## config.mk

```make
export PLATFORM = sky130hd
export DESIGN_NAME = fdl_lb_detect
export DESIGN_NICKNAME = d
export VERILOG_FILES = /design/src/rtl/fdl_lb_pkg.sv /design/src/rtl/fdl_lb_confirm.sv /design/src/rtl/fdl_lb_latch.sv /design/src/rtl/fdl_lb_rxreg.sv /design/src/rtl/fdl_lb_detect.sv
export SDC_FILE = /design/constraint.sdc
export NUM_CORES = 1
export LEC_CHECK = 0
export CORE_MARGIN = 2
export CORE_UTILIZATION = 46
export CTS_CLUSTER_DIAMETER = 150
export CTS_CLUSTER_SIZE = 14
export DETAILED_ROUTE_END_ITERATION = 12
export GPL_TIMING_DRIVEN = 0
export PLACE_DENSITY = 0.81
export SLEW_MARGIN = 20
export SYNTH_ARGS = -nofsm -noshare
export SYNTH_HDL_FRONTEND = slang
export SYNTH_HIERARCHICAL = 1
export SYNTH_SLANG_ARGS = --single-unit
```

## constraint.sdc

```tcl
create_clock -name clk_i -period 2.4 [get_ports clk_i]
set_clock_uncertainty 0.15 [all_clocks]
set_input_delay 0.36 -clock clk_i [delete_from_list [all_inputs] [get_ports clk_i]]
set_output_delay 0.36 -clock clk_i [all_outputs]
set_load 0.005 [all_outputs]
```

## src/rtl/fdl_lb_pkg.sv

```systemverilog
package fdl_lb_pkg;
  localparam int CODE_W = 6;
  localparam int REG_W  = 8;
  localparam int N_LB   = 2;  // 0: payload, 1: line

  localparam logic [CODE_W-1:0] PL_ON  = 6'b001010;
  localparam logic [CODE_W-1:0] PL_OFF = 6'b011001;
  localparam logic [CODE_W-1:0] LL_ON  = 6'b000111;
  localparam logic [CODE_W-1:0] LL_OFF = 6'b011100;

  localparam logic [N_LB-1:0][CODE_W-1:0] LB_ON  = {LL_ON, PL_ON};
  localparam logic [N_LB-1:0][CODE_W-1:0] LB_OFF = {LL_OFF, PL_OFF};

  typedef struct packed {
    logic ll_val;
    logic ll_en;
    logic pl_val;
    logic pl_en;
  } lb_ctrl_t;
endpackage

```

## src/rtl/fdl_lb_confirm.sv

```systemverilog
module fdl_lb_confirm #(
  parameter int CODE_W   = 6,
  parameter int REPEAT_N = 3
) (
  input  logic              clk_i,
  input  logic              rst_ni,
  input  logic [CODE_W-1:0] code_i,
  input  logic              valid_i,
  output logic              hit_o
);
  localparam int CNT_W = $clog2(REPEAT_N + 1);
  localparam logic [CNT_W-1:0] CNT_MAX = CNT_W'(REPEAT_N);
  localparam logic [CNT_W-1:0] CNT_ONE = CNT_W'(1);

  logic [CODE_W-1:0] last_q;
  logic [CNT_W-1:0]  cnt_q, cnt_d;
  logic              same;

  assign same  = (cnt_q != '0) && (code_i == last_q);
  assign cnt_d = !same ? CNT_ONE : (cnt_q == CNT_MAX) ? cnt_q : cnt_q + CNT_ONE;
  // fire once when the run reaches the limit, never while saturated
  assign hit_o = valid_i && (cnt_d == CNT_MAX) && !(same && cnt_q == CNT_MAX);

  always_ff @(posedge clk_i or negedge rst_ni) begin
    if (!rst_ni) begin
      last_q <= '0;
      cnt_q  <= '0;
    end else if (valid_i) begin
      last_q <= code_i;
      cnt_q  <= cnt_d;
    end
  end
endmodule

```

## src/rtl/fdl_lb_latch.sv

```systemverilog
module fdl_lb_latch #(
  parameter int                CODE_W  = 6,
  parameter logic [CODE_W-1:0] ON_CODE  = '0,
  parameter logic [CODE_W-1:0] OFF_CODE = '1
) (
  input  logic              clk_i,
  input  logic              rst_ni,
  input  logic              hit_i,
  input  logic [CODE_W-1:0] code_i,
  input  logic              inhibit_i,
  input  logic              ovr_en_i,
  input  logic              ovr_val_i,
  output logic              state_o,
  output logic              lb_o
);
  logic state_q;

  always_ff @(posedge clk_i or negedge rst_ni) begin
    if (!rst_ni)                          state_q <= 1'b0;
    else if (inhibit_i)                   state_q <= 1'b0;
    else if (hit_i && code_i == ON_CODE)  state_q <= 1'b1;
    else if (hit_i && code_i == OFF_CODE) state_q <= 1'b0;
  end

  assign state_o = state_q;
  assign lb_o    = !inhibit_i && (ovr_en_i ? ovr_val_i : state_q);
endmodule

```

## src/rtl/fdl_lb_rxreg.sv

```systemverilog
module fdl_lb_rxreg #(
  parameter int CODE_W = 6,
  parameter int REG_W  = 8
) (
  input  logic              clk_i,
  input  logic              rst_ni,
  input  logic              hit_i,
  input  logic [CODE_W-1:0] code_i,
  input  logic              rd_i,
  output logic [REG_W-1:0]  rx_o,
  output logic              irq_no
);
  logic [CODE_W-1:0] rx_q;
  logic              irq_nq;

  always_ff @(posedge clk_i or negedge rst_ni) begin
    if (!rst_ni) begin
      rx_q   <= '0;
      irq_nq <= 1'b1;
    end else if (hit_i) begin
      rx_q   <= code_i;
      irq_nq <= 1'b0;
    end else if (rd_i) begin
      rx_q   <= '0;
      irq_nq <= 1'b1;
    end
  end

  assign rx_o   = REG_W'(rx_q);
  assign irq_no = irq_nq;
endmodule

```

## src/rtl/fdl_lb_detect.sv

```systemverilog
module fdl_lb_detect
  import fdl_lb_pkg::*;
#(
  parameter int REPEAT_N = 3
) (
  input  logic              clk_i,
  input  logic              rst_ni,
  input  logic [CODE_W-1:0] code_i,
  input  logic              code_valid_i,
  input  logic              alt_mode_i,
  input  logic              ctrl_wr_i,
  input  logic [3:0]        ctrl_data_i,
  input  logic              rx_rd_i,
  output logic [REG_W-1:0]  rx_code_o,
  output logic              irq_no,
  output logic              plb_o,
  output logic              llb_o
);
  lb_ctrl_t        ctrl_q;
  logic            hit_w;
  logic [N_LB-1:0] lb_w, st_w, ovr_en_w, ovr_val_w, inh_w;

  always_ff @(posedge clk_i or negedge rst_ni) begin
    if (!rst_ni)        ctrl_q <= '0;
    else if (ctrl_wr_i) ctrl_q <= lb_ctrl_t'(ctrl_data_i);
  end

  fdl_lb_confirm #(.CODE_W(CODE_W), .REPEAT_N(REPEAT_N)) u_conf (
    .clk_i, .rst_ni, .code_i, .valid_i(code_valid_i), .hit_o(hit_w)
  );

  fdl_lb_rxreg #(.CODE_W(CODE_W), .REG_W(REG_W)) u_rx (
    .clk_i, .rst_ni, .hit_i(hit_w), .code_i, .rd_i(rx_rd_i),
    .rx_o(rx_code_o), .irq_no
  );

  assign ovr_en_w  = {ctrl_q.ll_en,  ctrl_q.pl_en};
  assign ovr_val_w = {ctrl_q.ll_val, ctrl_q.pl_val};
  assign inh_w     = {alt_mode_i, 1'b0};

  for (genvar i = 0; i < N_LB; i++) begin : g_lb
    fdl_lb_latch #(.CODE_W(CODE_W), .ON_CODE(LB_ON[i]), .OFF_CODE(LB_OFF[i])) u_lb (
      .clk_i, .rst_ni, .hit_i(hit_w), .code_i, .inhibit_i(inh_w[i]),
      .ovr_en_i(ovr_en_w[i]), .ovr_val_i(ovr_val_w[i]),
      .state_o(st_w[i]), .lb_o(lb_w[i])
    );
  end

  assign plb_o = lb_w[0];
  assign llb_o = lb_w[1];
endmodule

```

* Yosys cells after proc, flatten, opt, wreduce, memory -nomap -nowiden
Cells that the tools add are included.
** Cells by class
- $add $sub $neg :: 1
- Equality and inequality tests :: 7
- Muxes and demuxes :: 13
- Reductions and logical operators :: 15
** Operator list (count)
- $eq A6 B5 Y1 const B :: 2
- $mux W6 :: 2
- $logic_and A1 B1 Y1 :: 9
- $mux W1 :: 9
- $eq A6 B3 Y1 const B :: 1
- $eq A6 B4 Y1 const B :: 1
- $eq A6 B6 Y1 :: 1
- $reduce_bool A2 Y1 :: 3
- $eq A2 B2 Y1 const B :: 2
- $mux W2 :: 2
- $reduce_bool A3 Y1 :: 1
- $add A2 B1 Y2 const B :: 1
- $logic_not A1 Y1 :: 2
** Storage, ports and cells
- Bits in registers :: 21
- Input bits :: 16

* Longest topological paths before layout
Gate-level depths: netlist of run 1.
- Depth after elaboration :: 10
- Mapped depth :: 7
- Gate-level depth less buffers :: 6

* Hierarchy
Netlist of run 1, hierarchy kept.
** By module, submodules not included
- fdl_lb_confirm :: instances 1, cells each 28, area each 381.6 µm²
- fdl_lb_rxreg :: instances 1, cells each 20, area each 286.5 µm²
- fdl_lb_detect :: instances 1, cells each 9, area each 148.9 µm²
- fdl_lb_latch at g_lb[0].u_lb :: instances 1, cells each 9, area each 90.1 µm²
- fdl_lb_latch at g_lb[1].u_lb :: instances 1, cells each 10, area each 83.8 µm²

* Least setup slack after synthesis of run 1
OpenSTA, ideal clock, no wires.
- Path type :: input -> register
- Start point :: input code_valid_i
- End point :: register g_lb[0].u_lb.state_q
- Data arrival time :: 1927 ps
- Path slack :: 212 ps
- Stages on the path :: 7
- Path buffers :: 1
- Cells stage by stage :: buf_6 -> o21ai_2 -> or4_4 -> nor3_1 -> and4bb_1 -> a31oi_1 -> a2111oi_2
** Between the ends
- Longest elaborated chain between the ends :: 4
- Elaborated cells between the ends (all ways) :: 6
- Those cells by class :: 1 x mux; 5 x reduce/logical
** RTL lines
- from (decl) :: RTL line fdl_lb_detect.sv:9 : input logic code_valid_i,
- $logic_and A1 B1 Y1 (*) (2 in series) :: RTL line fdl_lb_confirm.sv:22 : assign hit_o = valid_i && (cnt_d == CNT_MAX) && !(same && cnt_q == CNT_MAX);
- named net hit_w :: RTL line fdl_lb_detect.sv:20 : logic hit_w;
- $logic_and A1 B1 Y1, on equally long branches :: RTL line fdl_lb_latch.sv:21, fdl_lb_latch.sv:22
- $mux W1 / $reduce_bool A2 Y1 (equally long branches)
- to (signal assigned) :: RTL line fdl_lb_latch.sv:20 : else if (inhibit_i) state_q <= 1'b0;
- to (signal assigned) :: RTL line fdl_lb_latch.sv:21 : else if (hit_i && code_i == ON_CODE) state_q <= 1'b1;
- to (signal assigned) :: RTL line fdl_lb_latch.sv:22 : else if (hit_i && code_i == OFF_CODE) state_q <= 1'b0;
- to (decl) :: RTL line fdl_lb_latch.sv:16 : logic state_q;
Mark *: on every way through the listed nets, which the timed path passes. The rest lies on a longest branch.
A chain may end at the register's enable or synchronous reset.

* Worst setup path after layout of run 1
- Start point :: input code_i[0]
- End point :: register g_lb[0].u_lb.state_q
** Between the ends
- Longest elaborated chain between the ends :: 8
- Elaborated cells between the ends (all ways) :: 14
- Those cells by class :: 4 x eq/ne; 2 x mux; 8 x reduce/logical
** RTL lines
- from (decl) :: RTL line fdl_lb_detect.sv:8 : input logic [CODE_W-1:0] code_i,
- $eq A6 B6 Y1 (*) :: RTL line fdl_lb_confirm.sv:19 : assign same = (cnt_q != '0) && (code_i == last_q);
- $logic_and A1 B1 Y1 (*) :: RTL line fdl_lb_confirm.sv:19
- $mux W2 :: RTL line fdl_lb_confirm.sv:20 : assign cnt_d = !same ? CNT_ONE : (cnt_q == CNT_MAX) ? cnt_q : cnt_q + CNT_ONE;
- $eq A2 B2 Y1 :: RTL line fdl_lb_confirm.sv:22
- $logic_and A1 B1 Y1 :: RTL line fdl_lb_confirm.sv:22
- $logic_and A1 B1 Y1 (*) :: RTL line fdl_lb_confirm.sv:22
- named net hit_w :: RTL line fdl_lb_detect.sv:20
- $logic_and A1 B1 Y1, on equally long branches :: RTL line fdl_lb_latch.sv:21, fdl_lb_latch.sv:22
- $mux W1 / $reduce_bool A2 Y1 (equally long branches)
Marked as above.

==> results.ini, run 1 <==
[setup_path]
worstRegToRegCells=6
cp-start-kind=primary input
r2r_start=u_conf/last_q[2]$_DFFE_PN0P_
crit_fanout=7
path_cells=clkdlybuf4s50_1 > xnor2_1 > nand3_1 > nor3_4 > and4bb_1 > a31oi_1 > a2111oi_2
crit_family=simple AND/OR/NAND/NOR gates
required_ns=2.45
worstSetupEndpointType=flip-flop
cp.depth=7
path_buf_inv=1
slowest_stage=clkdlybuf4s50_1
cp_data_arrival_time_ns=2.27
path_class=primary input to flip-flop
crit_path_start=code_i[0]
max_stage_delay_ns=0.64

[timing]
maxSlewHeadroom_pct=38.3
finalSetupViolations=0
drv_slew=0
finalHoldViolCount=0
hold_slack_ns=0.162
rsz0062_at_grt=false
worst_pin_slew_ns=0.922
finalCritPeriodShare_pct=92.8
period_needed_ns=2.23
max_freq_mhz=449
layout_setup_ws_ns=0.172
fin_setup_tns_ns=0

[clock_tree]
ctsRootBufferMaster=clkbuf_4
hold_buffers=0
post-cts-setup-buffers=0
numCtsBuffers=3
cts_tree=done
clk_pin_slew_ns=0.11
clockBufferDepth=2
htree_levels=1
clk_latency_ns=0.29
clock-sinks=21

[placement]
pre_cts_ws_ns=-0.445
place_congestion=0.749
dp_cells=128
dp_hpwl_um=1300
portBuffers=23

[final_layout]
fillers=163
drive_gt1_share_pct=22.9
area_delta_synth_final_pct=31.9
diodes=0
final_nets=122
stdcell_count=132
fin_util_pct=65.3

[detailed_routing]
first_iter_violations=11
ant_nets=0
drc_errors=0
vias=682
firstDrtPassIters=4
wl_per_cell_um=13.8
finalWirelength_um=1830
drt-vias-per-instance=5.17

[yosys]
yosys_register_bits=21
synth_xor_area_share_pct=5.30
synth.avg_cell_area_um2=13.0
yosys.area.top_type=dfrtp_1
ys_warn_count=6
synth_top_family_by_area=multiplexers
synth-compound-area-share_pct=11.9
synth_edf_count=0
yosysTopAreaCellShare_pct=50.5
netlist_instances=76
synth_flop_cell=dfrtp_1
yosys-mux-area-fraction_pct=13.4
ys_seq_area_share_pct=53.2
synthAdderAreaFrac_pct=0
ys_types=27
syn_area_um2=991
synth.most_common_cell=dfrtp_1
yosys.area_share.simple_pct=10.2
async_flop_share_pct=100
synthTopCellsByCount=20 x dfrtp_1, 10 x mux2_2, 6 x a22o_1, 6 x nor2_1, 4 x inv_1
synth_area_leaders=dfrtp_1 51%, mux2_2 11%, a22o_1 5.3%, dfstp_2 2.7%, xnor2_1 2.7%

[global_routing]
grt_pass1_vias=679
grt_pass1_wl_um=3060
grt_max_degree=22
overflow=0
grt_use_total_pct=16.1
antenna_found_initial=0

[floorplanning]
io_pins=27
die_area_um2=2540
die_h_um=50.4
die_w_um=50.4
core_um2=2000
start_util_pct=49.5
rows=16

[hold_path]
min_from=code_valid_i
hold_class=primary input to flip-flop
min_path_cells=2

[power]
power_density_nw_per_um2=498
peakVddDrop_mv=0.319
total_leakage_power_nw=0.588

[status]
status=complete, no violations

[job]
drv_cap=0

-- report_power, final --
part | switching, W | internal [W]
clock network | 0.000101 | 0.0000647
logic | 0.0000433 | 0.0000580
registers | 0.0000118 | 0.000372
-- layout make-up --
type	instances	area, um2	share of cell area, %
Buffer	4	37.5	2.87
Tap cell	27	33.8	2.58
Inverter	4	15.0	1.15
Multi-Input combinational cell	49	430	32.9
Sequential cell	21	527	40.3
Clock buffer	4	26.3	2.01
Timing Repair Buffer	23	238	18.2
-- worst paths after layout --
kind	to	slack, ns
worst max-delay path	g_lb[0].u_lb/state_o$_DFFE_PN0P_	0.17
min in group asynchronous	ctrl_q[0]$_DFFE_PN0P_	0.42
worst min register to register	u_rx/irq_no$_DFFE_PN1P_	0.35
max in group asynchronous	u_rx/rx_q[1]$_DFFE_PN0P_	1.12
worst min-delay path	u_conf/cnt_q[1]$_DFFE_PN0P_	0.16
worst max register to register	g_lb[0].u_lb/state_o$_DFFE_PN0P_	0.18
-- sequential cells by signal (all words and copies together), names as in the netlist --
register,flops
ctrl_q,4
u_rx/rx_q,6
u_conf/last_q,6
u_conf/cnt_q,2
u_rx/irq_no,1
g_lb.u_lb/state_o,2
-- placed cells by master (no fill, tap or decap), types with 2 or more instances in the layout --
cell             count
xnor2_1              3
buf_4                2
clkdlybuf4s50_1     20
xor2_1               3
mux2i_1              2
nor2_1               6
clkbuf_4             3
conb_1               4
mux2_2              10
inv_1                4
dfrtp_1             20
a22o_1               6
dlymetal6s2s_1       3
buf_6                2
-- per-stage QoR --
stage          total power (W)  area, um2
3_5_place_dp          0.000491       1260
3_3_place_gp          0.000486       1260
2_1_floorplan         0.000438        998
6_report              0.000651       1310
5_1_grt               0.000684       1310
4_1_cts               0.000660       1300
-- logic make-up after synthesis --
logic type / Yosys count
xor gates and xnor gates: 6
muxes: 12
AOI/OAI and AO/OA: 13
and+or+nand+nor: 14
other: 2
buffers and inverters: 8
DFF: 21
-- what timing repair did --
| action | CTS | global route |
|---|---|---|
| hold endpoints to repair | 0 | 0 |
| endpoints found under the setup margin | 1 | 1 |
| gates resized for setup | 2 | 3 |
-- metal layers --
layer  vias to the layer above  routed length, um  GRT usage [%]
li1                        327                  -              -
met1                       333                808           19.3
met2                        22                886           27.0
met3                         0                132           5.06
met4                         0                  0           6.31
met5                         -                  0              0
(Power assumes the default switching activity.)
==> inputs of run 2 (changes only) <==
--- a/config.mk
+++ b/config.mk
@@ -5,13 +5,14 @@
 export SDC_FILE = /design/constraint.sdc
 export NUM_CORES = 1
 export LEC_CHECK = 0
+export ABC_AREA = 1
 export CORE_MARGIN = 2
-export CORE_UTILIZATION = 46
+export CORE_UTILIZATION = 48
 export CTS_CLUSTER_DIAMETER = 150
 export CTS_CLUSTER_SIZE = 14
 export DETAILED_ROUTE_END_ITERATION = 12
 export GPL_TIMING_DRIVEN = 0
-export PLACE_DENSITY = 0.81
+export PLACE_DENSITY = 0.82
 export SLEW_MARGIN = 20
 export SYNTH_ARGS = -nofsm -noshare
 export SYNTH_HDL_FRONTEND = slang
==> run 2 against run 1 <==
Compared with the run above: count of clock-buffer cells in the layout shrank 1; area after synthesis grew 11%; setup slack gained 0.099 ns; maximum frequency grew 4.6%; global-route usage grew 3.4 points; sequential share of layout area shrank 2.9 points; register-to-register slack gained 0.41 ns; cell count grew 54%; sequential power shrank 1%; cell area grew 7.8%; via count grew 38%; critical path type unchanged; critical endpoint is now g_lb[1].u_lb/state_o$_DFFE_PN0P_; highest routed layer unchanged.
==> results.ini, run 2 <==
[detailed_routing]
drt-vias-per-instance=4.65  ; was 5.17
finalWirelength_um=2200  ; was 1830 um
ant_nets=0  ; unchanged
firstDrtPassIters=4  ; unchanged
first_iter_violations=19  ; was 11
vias=944  ; was 682
wl_per_cell_um=10.8  ; was 13.8 um
drc_errors=0  ; unchanged

[yosys]
synth_area_leaders=dfrtp_1 46%, nand2_1 22%, inv_1 6.1%, nor2_1 4.8%, nor3_2 2.7%  ; was dfrtp_1 51%, mux2_2 11%, a22o_1 5.3%, dfstp_2 2.7%, xnor2_1 2.7%
yosysTopAreaCellShare_pct=45.5  ; was 50.5%
synth.avg_cell_area_um2=7.58  ; was 13.0 um2
yosys.area.top_type=dfrtp_1  ; unchanged
ys_warn_count=6  ; unchanged
synth_flop_cell=dfrtp_1  ; unchanged
ys_types=22  ; was 27
synth.most_common_cell=nand2_1  ; was dfrtp_1
ys_seq_area_share_pct=47.9  ; was 53.2%
synthTopCellsByCount=65 x nand2_1, 20 x dfrtp_1, 18 x inv_1  ; was 20 x dfrtp_1, 10 x mux2_2, 6 x a22o_1, 6 x nor2_1, 4 x inv_1
async_flop_share_pct=100  ; unchanged
synth_edf_count=0  ; unchanged
yosys_register_bits=21  ; unchanged
netlist_instances=145  ; was 76
syn_area_um2=1100  ; was 991 um2

[global_routing]
grt_max_degree=22  ; unchanged
grt_pass1_wl_um=3870  ; was 3060 um
grt_use_total_pct=19.5  ; was 16.1%
overflow=0  ; unchanged
grt_pass1_vias=894  ; was 679
antenna_found_initial=0  ; unchanged

[status]
status=complete, no violations  ; unchanged

[power]
peakVddDrop_mv=0.282  ; was 0.319 mV
total_leakage_power_nw=0.713  ; was 0.588 nW
p_sw_w=0.000171  ; was 0.000157 W
internal_power_w=0.000481  ; was 0.000494 W
p_comb_share_pct=16.3  ; was 15.6%
total_power_w=0.000652  ; was 0.000651 W
p_seq_share_pct=58.3  ; was 58.9%
clkPwrFrac_pct=25.5  ; about the same
power_density_nw_per_um2=462  ; was 498 nW/um2
p_sw_share_pct=26.2  ; was 24.0%

[setup_path]
required_ns=2.49  ; was 2.45 ns
slowest_stage=clkdlybuf4s50_1  ; unchanged
worstRegToRegCells=9  ; was 6
worstSetupEndpointType=flip-flop  ; unchanged
cp-start-kind=primary input  ; unchanged
max_stage_delay_ns=0.67  ; was 0.64 ns
cp_common_cell=nand2_1
crit_path_start=code_i[0]  ; unchanged
cp_data_arrival_time_ns=2.22  ; was 2.27 ns
path_class=primary input to flip-flop  ; unchanged
r2r_slack_ns=0.59  ; was 0.18 ns
crit_fanout=8  ; was 7
r2r_end=g_lb[1].u_lb/state_o$_DFFE_PN0P_  ; was g_lb[0].u_lb/state_o$_DFFE_PN0P_
path_cells=clkdlybuf4s50_1 > nand2_1 > nand2_1 > nand3_1 > nor3_2 > inv_1 > nor3_2 > nand2_1 > a21oi_2  ; was clkdlybuf4s50_1 > xnor2_1 > nand3_1 > nor3_4 > and4bb_1 > a31oi_1 > a2111oi_2
r2r_start=u_conf/last_q[0]$_DFFE_PN0P_  ; was u_conf/last_q[2]$_DFFE_PN0P_

[clock_tree]
ctsRootBufferMaster=clkbuf_4  ; unchanged
clock-sinks=21  ; unchanged
clk_pin_slew_ns=0.12  ; was 0.11 ns
htree_levels=1  ; unchanged
post-cts-setup-buffers=0  ; unchanged
cts_tree=done  ; unchanged
clockBufferDepth=2  ; unchanged
hold_buffers=0  ; unchanged
cts_resized=0  ; was 2
numCtsBuffers=3  ; unchanged
clk_latency_ns=0.30  ; was 0.29 ns

[timing]
rsz0062_at_grt=false  ; unchanged
finalHoldViolCount=0  ; unchanged
layout_setup_ws_ns=0.271  ; was 0.172 ns
maxSlewHeadroom_pct=40.6  ; was 38.3%
period_needed_ns=2.13  ; was 2.23 ns
finalSetupViolations=0  ; unchanged
finalCritPeriodShare_pct=88.7  ; was 92.8%
fin_setup_tns_ns=0  ; unchanged
drv_slew=0  ; unchanged
max_freq_mhz=470  ; was 449 MHz
worst_pin_slew_ns=0.888  ; was 0.922 ns

[final_layout]
mostFrequentLayoutCells=65 x nand2_1, 24 x clkdlybuf4s50_1, 20 x dfrtp_1, 18 x inv_1, 14 x nor2_1  ; was 20 x dfrtp_1, 20 x clkdlybuf4s50_1, 10 x mux2_2, 6 x nor2_1, 6 x a22o_1
final_nets=192  ; was 122
layout_commonest_cell=nand2_1
seqCellArea_um2=527  ; unchanged
diodes=0  ; unchanged
reg_top3=u_conf/last_q x6, u_rx/rx_q x6, ctrl_q x4  ; unchanged
fillers=198  ; was 163
area_delta_synth_final_pct=28.2  ; was 31.9%
multi_input_area_um2=478  ; was 430 um2
drive_gt1_share_pct=10.3  ; was 22.9%

[floorplanning]
rows=17  ; was 16
die_w_um=51.9  ; was 50.4 um
die_area_um2=2690  ; was 2540 um2
core_um2=2190  ; was 2000 um2
start_util_pct=50.2  ; was 49.5%
die_h_um=51.9  ; was 50.4 um
io_pins=27  ; unchanged

[hold_path]
min_from=u_rx/rx_q[2]$_DFFE_PN0P_  ; was code_valid_i
min_path_cells=2  ; unchanged
whs_endpoint=u_rx/rx_q[2]$_DFFE_PN0P_  ; was u_conf/cnt_q[1]$_DFFE_PN0P_
hold_class=flip-flop to flip-flop  ; was primary input to flip-flop

[job]
drv_cap=0  ; unchanged

[placement]
place_congestion=0.755  ; was 0.749
dp_hpwl_um=1750  ; was 1300 um
pre_cts_ws_ns=-0.0275  ; was -0.445 ns
portBuffers=24  ; was 23

-- run 2: cell types whose count changed in the layout (fill, tap and decap cells not counted), sizes merged, moves of 4 or more --
cell	before	now
inv	4	19
clkdlybuf4s50	20	24
a22o	6	0
nand2	0	65
nor2	7	15
o21ai	1	6
mux2	10	1
-- run 2: kinds of logic after synthesis --
group | count (synthesis) | synth area share [%]
AO/OA/AOI/OAI | 10 | 5.35
AND/OR/NAND/NOR | 85 | 33.1
other | 2 | 0.683
flip-flops | 21 | 47.9
buffers and inverters | 23 | 9.33
XOR/XNOR | 1 | 0.797
multiplexers | 3 | 2.84
-- run 2: per-layer routing --
layer	share of wire [%]	global-route usage [%]	vias up
met5	0	0	-
met4	0	7.46	0
met3	5.9	2.01	0
met2	54	34.8	32
met1	40	23.9	425
li1	-	-	487
-- run 2: power by group through the flow --
| stage | sequential [W] | combinational [W] | clock, W |
|---|---|---|---|
| after global placement | 0.000385 | 0.000101 | 0 |
| after floorplan | 0.000384 | 0.0000502 | 0 |
| after detailed placement | 0.000387 | 0.000106 | 0 |
| final | 0.000380 | 0.000106 | 0.000166 |
| after CTS | 0.000380 | 0.000107 | 0.000171 |
| after global routing | 0.000382 | 0.000123 | 0.000187 |
-- run 2: area by class of cell --
class / count / area share, %
buffer: 4 / 2.22
clock buffer: 3 / 1.60
clock inverter: 1 / 0.355
inverter: 19 / 5.06
multi-input combinational: 103 / 33.9
sequential: 21 / 37.4
tap: 28 / 2.48
timing repair buffer: 24 / 17.0
-- run 2: worst max-delay path by stage --
stage	endpoint	slack [ns]
final	g_lb[1].u_lb/state_o$_DFFE_PN0P_	0.27
after global routing	g_lb[1].u_lb/state_o$_DFFE_PN0P_	0.06
after CTS	g_lb[1].u_lb/state_o$_DFFE_PN0P_	0.30
after detailed placement	g_lb[1].u_lb/state_o$_DFFE_PN0P_	-0.03
after global placement	g_lb[1].u_lb/state_o$_DFFE_PN0P_	0.08
after floorplan	g_lb[1].u_lb/state_o$_DFFE_PN0P_	0.85
-- run 2: per-stage QoR --
| stage | util, % | hold slack [ns] | cells | area, um2 |
|---|---|---|---|---|
| after floorplan | - | -0.0856 | 147 | 1110 |
| after global placement | 63.1 | 0.304 | 199 | 1380 |
| after detailed placement | 63.1 | 0.308 | 199 | 1380 |
| after CTS | 64.4 | 0.336 | 203 | 1410 |
| after global routing | 64.4 | 0.364 | 203 | 1410 |
| final | 64.4 | 0.332 | 203 | 1410 |
-- run 2: critical path: cells and delay by family --
| kind | cells | cell delay, ns |
|---|---|---|
| buffers and inverters | 2 | 0.76 |
| and+or+nand+nor | 6 | 0.96 |
| AOI/OAI and AO/OA | 1 | 0.14 |
